`config.mk`:
```
export PLATFORM = sky130hd
export DESIGN_NAME = nand_strobe_gen
export DESIGN_NICKNAME = d
export VERILOG_FILES = /design/src/rtl/nand_tm_pkg.sv /design/src/rtl/nand_tm_sync.sv /design/src/rtl/nand_tm_regs.sv /design/src/rtl/nand_tm_seq.sv /design/src/rtl/nand_tm_pins.sv /design/src/rtl/nand_strobe_gen.sv
export SDC_FILE = /design/constraint.sdc
export NUM_CORES = 1
export LEC_CHECK = 0
export BUFFER_PORTS_ARGS = -buffer_cell sky130_fd_sc_hd__buf_2
export CAP_MARGIN = 10
export CORE_MARGIN = 2
export CORE_UTILIZATION = 54
export DETAILED_ROUTE_END_ITERATION = 8
export PLACE_DENSITY_LB_ADDON = 0.12
export REMOVE_ABC_BUFFERS = 1
export SLEW_MARGIN = 20
export SYNTH_ARGS = -nofsm -noshare
export SYNTH_HDL_FRONTEND = slang
export SYNTH_SLANG_ARGS = --single-unit
```
`constraint.sdc`:
```
create_clock -name clk -period 3.45 [get_ports clk]
set_input_delay 0.345 -clock clk [delete_from_list [all_inputs] [get_ports clk]]
set_output_delay 0.345 -clock clk [all_outputs]
set_load 0.01 [all_outputs]
```
`src/rtl/nand_tm_pkg.sv`:
```
package nand_tm_pkg;

  typedef enum logic [2:0] {
    PH_IDLE  = 3'd0,
    PH_SETUP = 3'd1,
    PH_PULSE = 3'd2,
    PH_HOLD  = 3'd3,
    PH_WAIT  = 3'd4
  } phase_e;

  typedef enum logic [1:0] {
    OP_CMD   = 2'd0,
    OP_ADDR  = 2'd1,
    OP_WDATA = 2'd2,
    OP_RDATA = 2'd3
  } op_e;

  localparam int unsigned RA_CMD    = 0;
  localparam int unsigned RA_ADDR   = 1;
  localparam int unsigned RA_DATA   = 2;
  localparam int unsigned RA_TIMING = 3;
  localparam int unsigned RA_CONFIG = 4;
  localparam int unsigned RA_STATUS = 5;

endpackage

```
`src/rtl/nand_tm_sync.sv`:
```
module nand_tm_sync #(
  parameter int STAGES = 2
) (
  input  logic clk,
  input  logic rst,
  input  logic d,
  output logic q
);

  logic [STAGES-1:0] sh_q;

  generate
    if (STAGES == 1) begin : g_single
      always_ff @(posedge clk) begin
        if (rst) sh_q <= '0;
        else     sh_q <= d;
      end
    end else begin : g_chain
      always_ff @(posedge clk) begin
        if (rst) sh_q <= '0;
        else     sh_q <= {sh_q[STAGES-2:0], d};
      end
    end
  endgenerate

  assign q = sh_q[STAGES-1];

endmodule

```
`src/rtl/nand_tm_regs.sv`:
```
module nand_tm_regs
  import nand_tm_pkg::*;
#(
  parameter int FIELD_W = 4,
  parameter int DQ_W    = 8,
  parameter int ADDR_W  = 3,
  localparam int REG_W  = 8 * FIELD_W,
  localparam int HALF_W = 4 * FIELD_W
) (
  input  logic               clk,
  input  logic               rst,
  input  logic               req_valid,
  input  logic               req_write,
  input  logic [ADDR_W-1:0]  req_addr,
  input  logic [REG_W-1:0]   req_wdata,
  input  logic               busy,
  input  logic               rdy_sync,
  input  logic               rd_done,
  input  logic [DQ_W-1:0]    rd_byte,
  output logic               start,
  output op_e                op,
  output logic [FIELD_W-1:0] t_setup,
  output logic [FIELD_W-1:0] t_width,
  output logic [FIELD_W-1:0] t_hold,
  output logic [FIELD_W-1:0] t_wait,
  output logic               force_ce,
  output logic               load_dq,
  output logic [DQ_W-1:0]    dq_val,
  output logic               rd_valid,
  output logic [REG_W-1:0]   rd_data
);

  logic [REG_W-1:0]  tim_q;
  logic              force_q;
  logic              accept;
  logic              is_rd;
  logic [HALF_W-1:0] half;

  assign accept = req_valid && !busy;

  always_comb begin
    start = 1'b0;
    op    = OP_CMD;
    if (accept) begin
      if (req_addr == ADDR_W'(RA_CMD) && req_write) begin
        start = 1'b1;
        op    = OP_CMD;
      end else if (req_addr == ADDR_W'(RA_ADDR) && req_write) begin
        start = 1'b1;
        op    = OP_ADDR;
      end else if (req_addr == ADDR_W'(RA_DATA)) begin
        start = 1'b1;
        op    = req_write ? OP_WDATA : OP_RDATA;
      end
    end
  end

  // Lower half of the timing word serves reads, upper half serves writes.
  assign is_rd   = (op == OP_RDATA);
  assign half    = is_rd ? tim_q[HALF_W-1:0] : tim_q[REG_W-1:HALF_W];
  assign t_setup = half[FIELD_W-1:0];
  assign t_hold  = half[2*FIELD_W-1:FIELD_W];
  assign t_width = half[3*FIELD_W-1:2*FIELD_W];
  assign t_wait  = half[4*FIELD_W-1:3*FIELD_W];

  assign load_dq  = start && !is_rd;
  assign dq_val   = req_wdata[DQ_W-1:0];
  assign force_ce = force_q;

  always_ff @(posedge clk) begin
    if (rst) begin
      tim_q    <= '0;
      force_q  <= 1'b0;
      rd_valid <= 1'b0;
      rd_data  <= '0;
    end else begin
      rd_valid <= 1'b0;
      if (accept && req_write) begin
        if (req_addr == ADDR_W'(RA_TIMING)) tim_q   <= req_wdata;
        if (req_addr == ADDR_W'(RA_CONFIG)) force_q <= req_wdata[0];
      end
      if (accept && !req_write && req_addr != ADDR_W'(RA_DATA)) begin
        rd_valid <= 1'b1;
        if (req_addr == ADDR_W'(RA_TIMING))      rd_data <= tim_q;
        else if (req_addr == ADDR_W'(RA_CONFIG)) rd_data <= REG_W'(force_q);
        else if (req_addr == ADDR_W'(RA_STATUS)) rd_data <= REG_W'(rdy_sync);
        else                                     rd_data <= '0;
      end
      if (rd_done) begin
        rd_valid <= 1'b1;
        rd_data  <= REG_W'(rd_byte);
      end
    end
  end


  stall_chk: assert property (@(posedge clk) disable iff (rst)
    (busy && req_valid) |=> ($stable(tim_q) && $stable(force_q)));

endmodule

```
`src/rtl/nand_tm_seq.sv`:
```
module nand_tm_seq
  import nand_tm_pkg::*;
#(
  parameter int FIELD_W = 4,
  localparam int CNT_W  = FIELD_W + 1
) (
  input  logic               clk,
  input  logic               rst,
  input  logic               start,
  input  op_e                op_in,
  input  logic [FIELD_W-1:0] t_setup,
  input  logic [FIELD_W-1:0] t_width,
  input  logic [FIELD_W-1:0] t_hold,
  input  logic [FIELD_W-1:0] t_wait,
  output phase_e             phase_d,
  output op_e                op_d,
  output logic               busy,
  output logic               cap_en,
  output logic               rd_done
);

  phase_e             phase_q;
  op_e                op_q;
  logic [CNT_W-1:0]   cnt_q, cnt_d;
  logic [FIELD_W-1:0] lat_width, lat_hold, lat_wait;
  logic               cnt_zero;

  assign cnt_zero = (cnt_q == '0);

  always_comb begin
    phase_d = phase_q;
    cnt_d   = cnt_q;
    case (phase_q)
      PH_IDLE: begin
        if (start) begin
          phase_d = PH_SETUP;
          cnt_d   = CNT_W'(t_setup);
        end
      end
      PH_SETUP: begin
        if (cnt_zero) begin
          phase_d = PH_PULSE;
          cnt_d   = CNT_W'(lat_width);
        end else begin
          cnt_d = cnt_q - CNT_W'(1);
        end
      end
      PH_PULSE: begin
        if (cnt_zero) begin
          phase_d = PH_HOLD;
          cnt_d   = CNT_W'(lat_hold);
        end else begin
          cnt_d = cnt_q - CNT_W'(1);
        end
      end
      PH_HOLD: begin
        if (cnt_zero) begin
          if (lat_wait != '0) begin
            phase_d = PH_WAIT;
            cnt_d   = {lat_wait, 1'b0} - CNT_W'(1);
          end else begin
            phase_d = PH_IDLE;
          end
        end else begin
          cnt_d = cnt_q - CNT_W'(1);
        end
      end
      default: begin
        if (cnt_zero) phase_d = PH_IDLE;
        else          cnt_d   = cnt_q - CNT_W'(1);
      end
    endcase
  end

  assign op_d    = (phase_q == PH_IDLE && start) ? op_in : op_q;
  assign busy    = (phase_q != PH_IDLE);
  assign cap_en  = (phase_q == PH_PULSE) && cnt_zero && (op_q == OP_RDATA);
  assign rd_done = busy && (phase_d == PH_IDLE) && (op_q == OP_RDATA);

  always_ff @(posedge clk) begin
    if (rst) begin
      phase_q   <= PH_IDLE;
      op_q      <= OP_CMD;
      cnt_q     <= '0;
      lat_width <= '0;
      lat_hold  <= '0;
      lat_wait  <= '0;
    end else begin
      phase_q <= phase_d;
      op_q    <= op_d;
      cnt_q   <= cnt_d;
      if (phase_q == PH_IDLE && start) begin
        lat_width <= t_width;
        lat_hold  <= t_hold;
        lat_wait  <= t_wait;
      end
    end
  end


  pulse_to_hold_chk: assert property (@(posedge clk) disable iff (rst)
    (phase_q == PH_PULSE && cnt_zero) |=> (phase_q == PH_HOLD));


  wait_exit_chk: assert property (@(posedge clk) disable iff (rst)
    (phase_q == PH_WAIT && cnt_zero) |=> (phase_q == PH_IDLE));


  start_idle_chk: assert property (@(posedge clk) disable iff (rst)
    start |-> (phase_q == PH_IDLE));

endmodule

```
`src/rtl/nand_tm_pins.sv`:
```
module nand_tm_pins
  import nand_tm_pkg::*;
#(
  parameter int DQ_W = 8
) (
  input  logic            clk,
  input  logic            rst,
  input  phase_e          phase_d,
  input  op_e             op_d,
  input  logic            force_ce,
  input  logic            load_dq,
  input  logic [DQ_W-1:0] dq_val,
  input  logic            cap_en,
  input  logic [DQ_W-1:0] dq_i,
  output logic            ce_n,
  output logic            cle,
  output logic            ale,
  output logic            we_n,
  output logic            re_n,
  output logic            dq_oe,
  output logic [DQ_W-1:0] dq_o,
  output logic [DQ_W-1:0] rd_byte
);

  logic active, pulse, is_rd;

  always_comb begin
    active = (phase_d == PH_SETUP) || (phase_d == PH_PULSE) || (phase_d == PH_HOLD);
    pulse  = (phase_d == PH_PULSE);
    is_rd  = (op_d == OP_RDATA);
  end

  always_ff @(posedge clk) begin
    if (rst) begin
      ce_n    <= 1'b1;
      cle     <= 1'b0;
      ale     <= 1'b0;
      we_n    <= 1'b1;
      re_n    <= 1'b1;
      dq_oe   <= 1'b0;
      dq_o    <= '0;
      rd_byte <= '0;
    end else begin
      ce_n  <= !(active || force_ce);
      cle   <= active && (op_d == OP_CMD);
      ale   <= active && (op_d == OP_ADDR);
      we_n  <= !(pulse && !is_rd);
      re_n  <= !(pulse && is_rd);
      dq_oe <= active && !is_rd;
      if (load_dq) dq_o    <= dq_val;
      if (cap_en)  rd_byte <= dq_i;
    end
  end


  cle_ale_excl_chk: assert property (@(posedge clk) disable iff (rst)
    !(cle && ale));


  strobe_excl_chk: assert property (@(posedge clk) disable iff (rst)
    !(!we_n && !re_n));


  strobe_ce_chk: assert property (@(posedge clk) disable iff (rst)
    (!we_n || !re_n) |-> !ce_n);


  read_no_drive_chk: assert property (@(posedge clk) disable iff (rst)
    !re_n |-> !dq_oe);

endmodule

```
`src/rtl/nand_strobe_gen.sv`:
```
module nand_strobe_gen
  import nand_tm_pkg::*;
#(
  parameter int FIELD_W     = 4,
  parameter int DQ_W        = 8,
  parameter int ADDR_W      = 3,
  parameter int SYNC_STAGES = 2,
  localparam int REG_W      = 8 * FIELD_W
) (
  input  logic              clk,
  input  logic              rst,
  input  logic              req_valid,
  input  logic              req_write,
  input  logic [ADDR_W-1:0] req_addr,
  input  logic [REG_W-1:0]  req_wdata,
  output logic              busy,
  output logic              rd_valid,
  output logic [REG_W-1:0]  rd_data,
  output logic              nand_ce_n,
  output logic              nand_cle,
  output logic              nand_ale,
  output logic              nand_we_n,
  output logic              nand_re_n,
  output logic [DQ_W-1:0]   nand_dq_o,
  output logic              nand_dq_oe,
  input  logic [DQ_W-1:0]   nand_dq_i,
  input  logic              nand_rdy
);

  logic               start, force_ce, load_dq, cap_en, rd_done, rdy_sync;
  op_e                op, op_d;
  phase_e             phase_d;
  logic [FIELD_W-1:0] t_setup, t_width, t_hold, t_wait;
  logic [DQ_W-1:0]    dq_val, rd_byte;

  nand_tm_sync #(.STAGES(SYNC_STAGES)) u_sync (
    .clk (clk),
    .rst (rst),
    .d   (nand_rdy),
    .q   (rdy_sync)
  );

  nand_tm_regs #(.FIELD_W(FIELD_W), .DQ_W(DQ_W), .ADDR_W(ADDR_W)) u_regs (
    .clk       (clk),
    .rst       (rst),
    .req_valid (req_valid),
    .req_write (req_write),
    .req_addr  (req_addr),
    .req_wdata (req_wdata),
    .busy      (busy),
    .rdy_sync  (rdy_sync),
    .rd_done   (rd_done),
    .rd_byte   (rd_byte),
    .start     (start),
    .op        (op),
    .t_setup   (t_setup),
    .t_width   (t_width),
    .t_hold    (t_hold),
    .t_wait    (t_wait),
    .force_ce  (force_ce),
    .load_dq   (load_dq),
    .dq_val    (dq_val),
    .rd_valid  (rd_valid),
    .rd_data   (rd_data)
  );

  nand_tm_seq #(.FIELD_W(FIELD_W)) u_seq (
    .clk     (clk),
    .rst     (rst),
    .start   (start),
    .op_in   (op),
    .t_setup (t_setup),
    .t_width (t_width),
    .t_hold  (t_hold),
    .t_wait  (t_wait),
    .phase_d (phase_d),
    .op_d    (op_d),
    .busy    (busy),
    .cap_en  (cap_en),
    .rd_done (rd_done)
  );

  nand_tm_pins #(.DQ_W(DQ_W)) u_pins (
    .clk      (clk),
    .rst      (rst),
    .phase_d  (phase_d),
    .op_d     (op_d),
    .force_ce (force_ce),
    .load_dq  (load_dq),
    .dq_val   (dq_val),
    .cap_en   (cap_en),
    .dq_i     (nand_dq_i),
    .ce_n     (nand_ce_n),
    .cle      (nand_cle),
    .ale      (nand_ale),
    .we_n     (nand_we_n),
    .re_n     (nand_re_n),
    .dq_oe    (nand_dq_oe),
    .dq_o     (nand_dq_o),
    .rd_byte  (rd_byte)
  );


  idle_strobes_chk: assert property (@(posedge clk) disable iff (rst)
    !busy |-> (nand_we_n && nand_re_n && !nand_cle && !nand_ale));

endmodule

```
# After elaboration in Yosys (flattened, before gate mapping)
# Cells that the tools add are included.
# Widths: inputs -> output; s select.
# classes
addsub	2
n_mul	0
div_mod_pow	0
order_cmp	0
eq_ne	19
n_shift	0
n_mux	32
bitwise	0
n_reduce_logical	39
# op_table
op	count
$mux 32	2
$mux 5	6
$pmux 5 s4	1
$eq 3x2->1 const B	6
$mux 3	6
$logic_and 1x1->1	17
$mux 16	1
$mux 8	2
$pmux 3 s4	1
$mux 2	5
$sub 5x1->5 const B	2
$eq 3x1->1 const B	3
$logic_not 3->1	3
$mux 1	8
$logic_not 1->1	7
$eq 2x2->1 const B	3
$eq 3x3->1 const B	2
$logic_not 5->1	1
$ne 5x5->1 const B	1
$reduce_and 2->1	2
$reduce_bool 4->1	1
$logic_or 1x1->1	3
$ne 3x2->1 const B	1
$ne 3x3->1 const B	1
other kinds (7)	7
# word_totals
reg_bits	112
latchBits	0
ramBits	0
mem_bits_ro	0
in_bits	48
output_inout_bits	48
wordCells	112
memories	0

# Depth between registers and ports, before layout
# logic_depth
word_depth	12
mapped_depth	9
ltp_nobuf	7

# Cells and area by module
# From an unflattened synthesis, not the netlist that was laid out.
# unflattened
hier_cells	597
hier_area_um2	5131.2
# by_module_without_submodules
mod	n_inst	cells_per_inst	area_per_inst_um2	seq_area_each_um2
nand_tm_regs	1	361	3047.9	1321.3
nand_tm_seq	1	163	1268.7	440.4
nand_tm_pins	1	69	762.0	440.4
nand_tm_sync	1	4	52.6	40.0

# Worst setup path before layout
# No wires, ideal clock.
# synth_path
path_type	register to register
from	register u_seq.cnt_q[0]
to	register u_regs.rd_data[12]
setup_ps	114
arrival_time_ps	1875
t_required_ps	3336
slack_ps	1461
stages_incl_launch_ff	10
n_path_buf	3
synth_period_minus_slack_ps	1989
path_cell_list	dfxtp_1 inv_1 ha_1 or4b_1 buf_2 nor3_4 or2_1 buf_6 buf_8 a21oi_2
# synth_between
elab_chain_len	7
word_cells_on_any_way	10
cone_classes	mux (5); reduce/logical (5)
# synth_lines
element	line_no	source
start, declared	nand_tm_seq.sv:24	logic [CNT_W-1:0] cnt_q, cnt_d;
start signal, assigned	nand_tm_seq.sv:91	cnt_q <= cnt_d;
$logic_not 5->1 *	nand_tm_seq.sv:28	assign cnt_zero = (cnt_q == '0);
$mux 3, on equally long branches	n/a	
$pmux 3 s4 *	nand_tm_seq.sv:33	case (phase_q)
$logic_not 3->1 *	nand_tm_seq.sv:78	assign rd_done = busy && (phase_d == PH_IDLE) && (op_q == OP_RDATA);
$logic_and 1x1->1 * (2 in series)	nand_tm_seq.sv:78	
$reduce_or 2->1 (no source line) *	n/a	
end signal, assigned	nand_tm_regs.sv:85	else if (req_addr == ADDR_W'(RA_CONFIG)) rd_data <= REG_W'(force_q);
end signal, assigned	nand_tm_regs.sv:86	else if (req_addr == ADDR_W'(RA_STATUS)) rd_data <= REG_W'(rdy_sync);
end signal, assigned	nand_tm_regs.sv:91	rd_data <= REG_W'(rd_byte);
end, declared	nand_tm_regs.sv:30	output logic [REG_W-1:0] rd_data
# Mark *: on every way between the ends. The rest lies on a longest branch, timed or not.
# A chain may end at the register's enable or synchronous reset.

# Final worst setup path
# layout_path
from	register u_seq.phase_q[2]
to	register u_regs.rd_data[25]
# layout_between
elab_chain_len	10
word_cells_on_any_way	20
cone_classes	eq/ne (3); mux (7); reduce/logical (10)
# layout_lines
element	line_no	source
start, declared	nand_tm_seq.sv:22	phase_e phase_q;
start signal, assigned	nand_tm_seq.sv:89	phase_q <= phase_d;
$reduce_bool 3->1	nand_tm_seq.sv:76	assign busy = (phase_q != PH_IDLE);
$logic_not 1->1	nand_tm_regs.sv:39	assign accept = req_valid && !busy;
$logic_and 1x1->1	nand_tm_regs.sv:39	
$mux 1	nand_tm_regs.sv:44	if (accept) begin
$mux 3	nand_tm_seq.sv:35	if (start) begin
$pmux 3 s4	nand_tm_seq.sv:33	
$logic_not 3->1	nand_tm_seq.sv:78	
$logic_and 1x1->1 (2 in series)	nand_tm_seq.sv:78	
$reduce_or 2->1 (no source line)	n/a	
# Parallel ways exist; a longest one is shown, timed or not.

==> key figures <==
Synth
  – Count of distinct cell types in the synthesized netlist: 60
  – Most numerous cell in the Yosys netlist: sky130_fd_sc_hd__dfxtp_1
  – Most instantiated flip-flop cell in the synthesis netlist: sky130_fd_sc_hd__dfxtp_1
  – Post-synth EDFFs: 0
  – Largest family of logic cells by synthesized area: simple AND/OR/NAND/NOR gates
  – Share of synthesized area spent on multiplexers: 5.12%
  – Compound-gate portion of the synthesized area: about a fifth
  – Count of state elements after synthesis: about 110
  – Arithmetic-cell share of the synthesized area counting full adders, half adders and majority gates: 1.02%
  – Cells after synthesis: 579
  – Dominant cells by area after synthesis: sky130_fd_sc_hd__dfxtp_1 (46%), sky130_fd_sc_hd__nand2_1 (8.3%), sky130_fd_sc_hd__a21oi_1 (6.1%)
  – Commonest cells in the netlist: sky130_fd_sc_hd__dfxtp_1 (112), sky130_fd_sc_hd__nand2_1 (109), sky130_fd_sc_hd__a21oi_1 (60), sky130_fd_sc_hd__nand3_1 (48), sky130_fd_sc_hd__nor2_1 (34)
  – Post-synth top area share: a little under half
  – Largest area contributor in the netlist: sky130_fd_sc_hd__dfxtp_1
  – Xor/xnor cell area share of the yosys netlist: less than 1%
  – Post-synthesis cell area: 4910 sq um
  – Sequential element share of the synthesized area: between 40 and 50%
  – Average cell area after synthesis: 8.49 sq um
  – Number of warning messages in the yosys log: 0
  – Synth Area in Simple Gates: between 20% and 30%
  – Post-synth ARST share: 0%

Clock network
  – Clock latency at the later pin of the worst-skew pair: approximately 0.38 ns
  – CTS clk-pin slew, worst paths: 0.11 ns
  – Number of buffers added by the clock tree synthesis step: 9
  – Cells resized by post-CTS repair: 0
  – TritonCTS clock tree: yes
  – Root Buffer Master: sky130_fd_sc_hd__clkbuf_8
  – Bufs on Longest Clock Path: 2
  – H-tree levels: 3
  – Post-CTS Setup Repair Bufs: 0
  – # hold bufs at CTS: 0
  – Total number of clock tree sinks: roughly 110

Placed design
  – Number of port buffers: 95
  – Place WS: about 0.81 ns
  – Detail Placement HPWL: 8740 um
  – Weighted congestion reported at the end of routability-driven placement: around 0.86
  – Placed standard-cell area: around 5400 sq um

STA
  – Upper clock frequency limit: 371 MHz
  – Final hold vios: 0
  – Number of max-slew violations in the final report: 0
  – Relative max-transition margin: about 44%
  – Maximum clock skew at final layout: between 0.01 and 0.015 ns
  – Slew at the pin with the worst max-slew slack: approximately 0.83 ns
  – Final Hold Slack: roughly 0.19 ns
  – Final Worst Setup Slack: approximately 0.75 ns
  – Unrepaired setup endpoints after global routing: no
  – Tmin final: roughly 2.7 ns
  – Setup TNS Final: 0 ns
  – Final Cycle Share: 78.2%
  – Setup violators final: 0

Drt
  – Detailed-route via count: 4394
  – DRC: 0
  – Via-to-Cell Ratio: between 5 and 6
  – Post-detailed-route wirelength per cell: roughly 16 um
  – Router iterations before antenna repair: 4
  – Drt total wl: approximately 12000 um
  – Antenna violation net count after detailed routing: 0
  – DRC violation total after the first TritonRoute iteration: about 210

Pwr
  – P_leak: around 2.3 nW
  – VDD IR-drop max: 0.268 mV
  – Final Total Pwr: 0.00308 W
  – Pwr/cell area: between 500 and 600 nW/um^2

Floorplanning
  – Standard-cell row count: 34
  – Area enclosed by the die boundary: 9880 sq um
  – Die height: slightly below 100 um
  – Core region area: 8760 sq um
  – Initial standard-cell utilization of the core: a little under three fifths
  – Number of top-level pins: 96
  – DIE WIDTH: 99.4 um

Final layout
  – NumNets Final: between 700 and 800
  – Antenna cell count: 0
  – Relative area change from synthesis to final layout: 14.5%
  – Fraction of final layout cells sized beyond drive strength 1: between 20 and 25%
  – Total non-filler cell area in the finished layout: 5630 sq um
  – Fillers: a little over 800

Worst setup path
  – Endpoint arrival time on the critical path: 3.01 ns
  – Critical Path RT: around 3.8 ns
  – Crit-path max FO: 17
  – Kind of capture point of the worst setup path: register
  – Worst Setup Path Type: register to register
  – Worst Setup Start Kind: register

GRT
  – Antenna violations before repair: 0
  – Total GRT Usage: between 20% and 30%
  – Pin count of the biggest net entering global routing: 48
  – Met3 track demand over resource in global routing: under 10%
  – Global-route met2 utilization: approximately two fifths
  – Met1 usage: 35.8%
  – Sum of overflow across all layers after global routing: 0
  – First-pass GRT wire length: about 20000 um
  – Vias in the first global route: 4205
  – Grt peak-use layer: met2

Run
  – Maximum capacitance violations: 0

Status
  – Run status: complete, no violations

Worst hold path
  – HP Class: input pin to register
## worst max-delay path, stage by stage (launching register included)
cell                      delay [ns]
sky130_fd_sc_hd__dfxtp_1        0.52
sky130_fd_sc_hd__nor3_4         0.54
sky130_fd_sc_hd__inv_2          0.18
sky130_fd_sc_hd__nor4b_4        0.74
sky130_fd_sc_hd__buf_4          0.36
sky130_fd_sc_hd__nand3_1        0.12
sky130_fd_sc_hd__a21oi_2        0.17
## logic make-up after synthesis
logic type      count (synthesis)
compound gates                141
flops                         112
fa+ha+maj                       4
xor+xnor                        4
mux                            25
buf+inv                        57
simple gates                  236
## state kept, by name, summed over array words and instances, names as in the netlist, 4 cells and up
register	flops
u_pins.dq_o	8
u_pins.rd_byte	8
u_regs.rd_data	32
u_regs.tim_q	32
u_seq.cnt_q	5
u_seq.lat_hold	4
u_seq.lat_wait	4
u_seq.lat_width	4
## routing by layer
| layer | up-vias | routed length [um] |
|---|---|---|
| met5 | - | 0 |
| met4 | 0 | 271 |
| met3 | 25 | 696 |
| met2 | 140 | 5780 |
| met1 | 2052 | 5550 |
| li1 | 2177 | - |
## placed cells by master (no fill, tap or decap), types with 9 or more instances in the layout
| cell type | n |
|---|---|
| sky130_fd_sc_hd__buf_4 | 16 |
| sky130_fd_sc_hd__buf_2 | 95 |
| sky130_fd_sc_hd__a21oi_2 | 20 |
| sky130_fd_sc_hd__nand2_1 | 109 |
| sky130_fd_sc_hd__o31ai_1 | 9 |
| sky130_fd_sc_hd__a211oi_1 | 16 |
| sky130_fd_sc_hd__mux2i_1 | 24 |
| sky130_fd_sc_hd__dfxtp_1 | 112 |
| sky130_fd_sc_hd__clkbuf_8 | 9 |
| sky130_fd_sc_hd__a21oi_1 | 60 |
| sky130_fd_sc_hd__nand3_1 | 48 |
| sky130_fd_sc_hd__nor2_1 | 33 |
| sky130_fd_sc_hd__and3_1 | 9 |
## metrics by stage
stage,cells,util (%)
2_1_floorplan,530,-
3_3_place_gp,750,62.1
3_5_place_dp,750,62.1
4_1_cts,766,64.2
5_1_grt,766,64.2
6_report,766,64.2
## final cells by class
class | count | area [sq um] | area share (%)
multi-input combinational | 410 | 2420 | 43.0
timing repair buffer | 112 | 616 | 10.9
sequential | 112 | 2240 | 39.8
clock inverter | 6 | 60.1 | 1.07
tap | 108 | 135 | 2.40
inverter | 8 | 30.0 | 0.533
clock buffer | 10 | 128 | 2.27
## power breakdown
part           leakage [nW]  switching, W  internal, W
clock network        0.0950      0.000475     0.000282
logic                  1.26      0.000537     0.000316
registers             0.906     0.0000983      0.00137
## path summary, 6_finish.rpt
| check | startpoint | endpoint | slack [ns] | cells past startpoint |
|---|---|---|---|---|
| setup / recovery | u_seq.phase_q[2]$_SDFF_PP0_ | u_regs.rd_data[25]$_SDFFE_PP0P_ | 0.75 | 6 |
| hold / removal | nand_rdy | u_sync.sh_q[0]$_SDFF_PP0_ | 0.19 | 2 |
| setup reg to reg | u_seq.phase_q[2]$_SDFF_PP0_ | u_regs.rd_data[25]$_SDFFE_PP0P_ | 0.75 | 6 |
| hold reg to reg | u_sync.sh_q[0]$_SDFF_PP0_ | u_sync.sh_q[1]$_SDFF_PP0_ | 0.46 | 1 |
(Power assumes the default switching activity.)
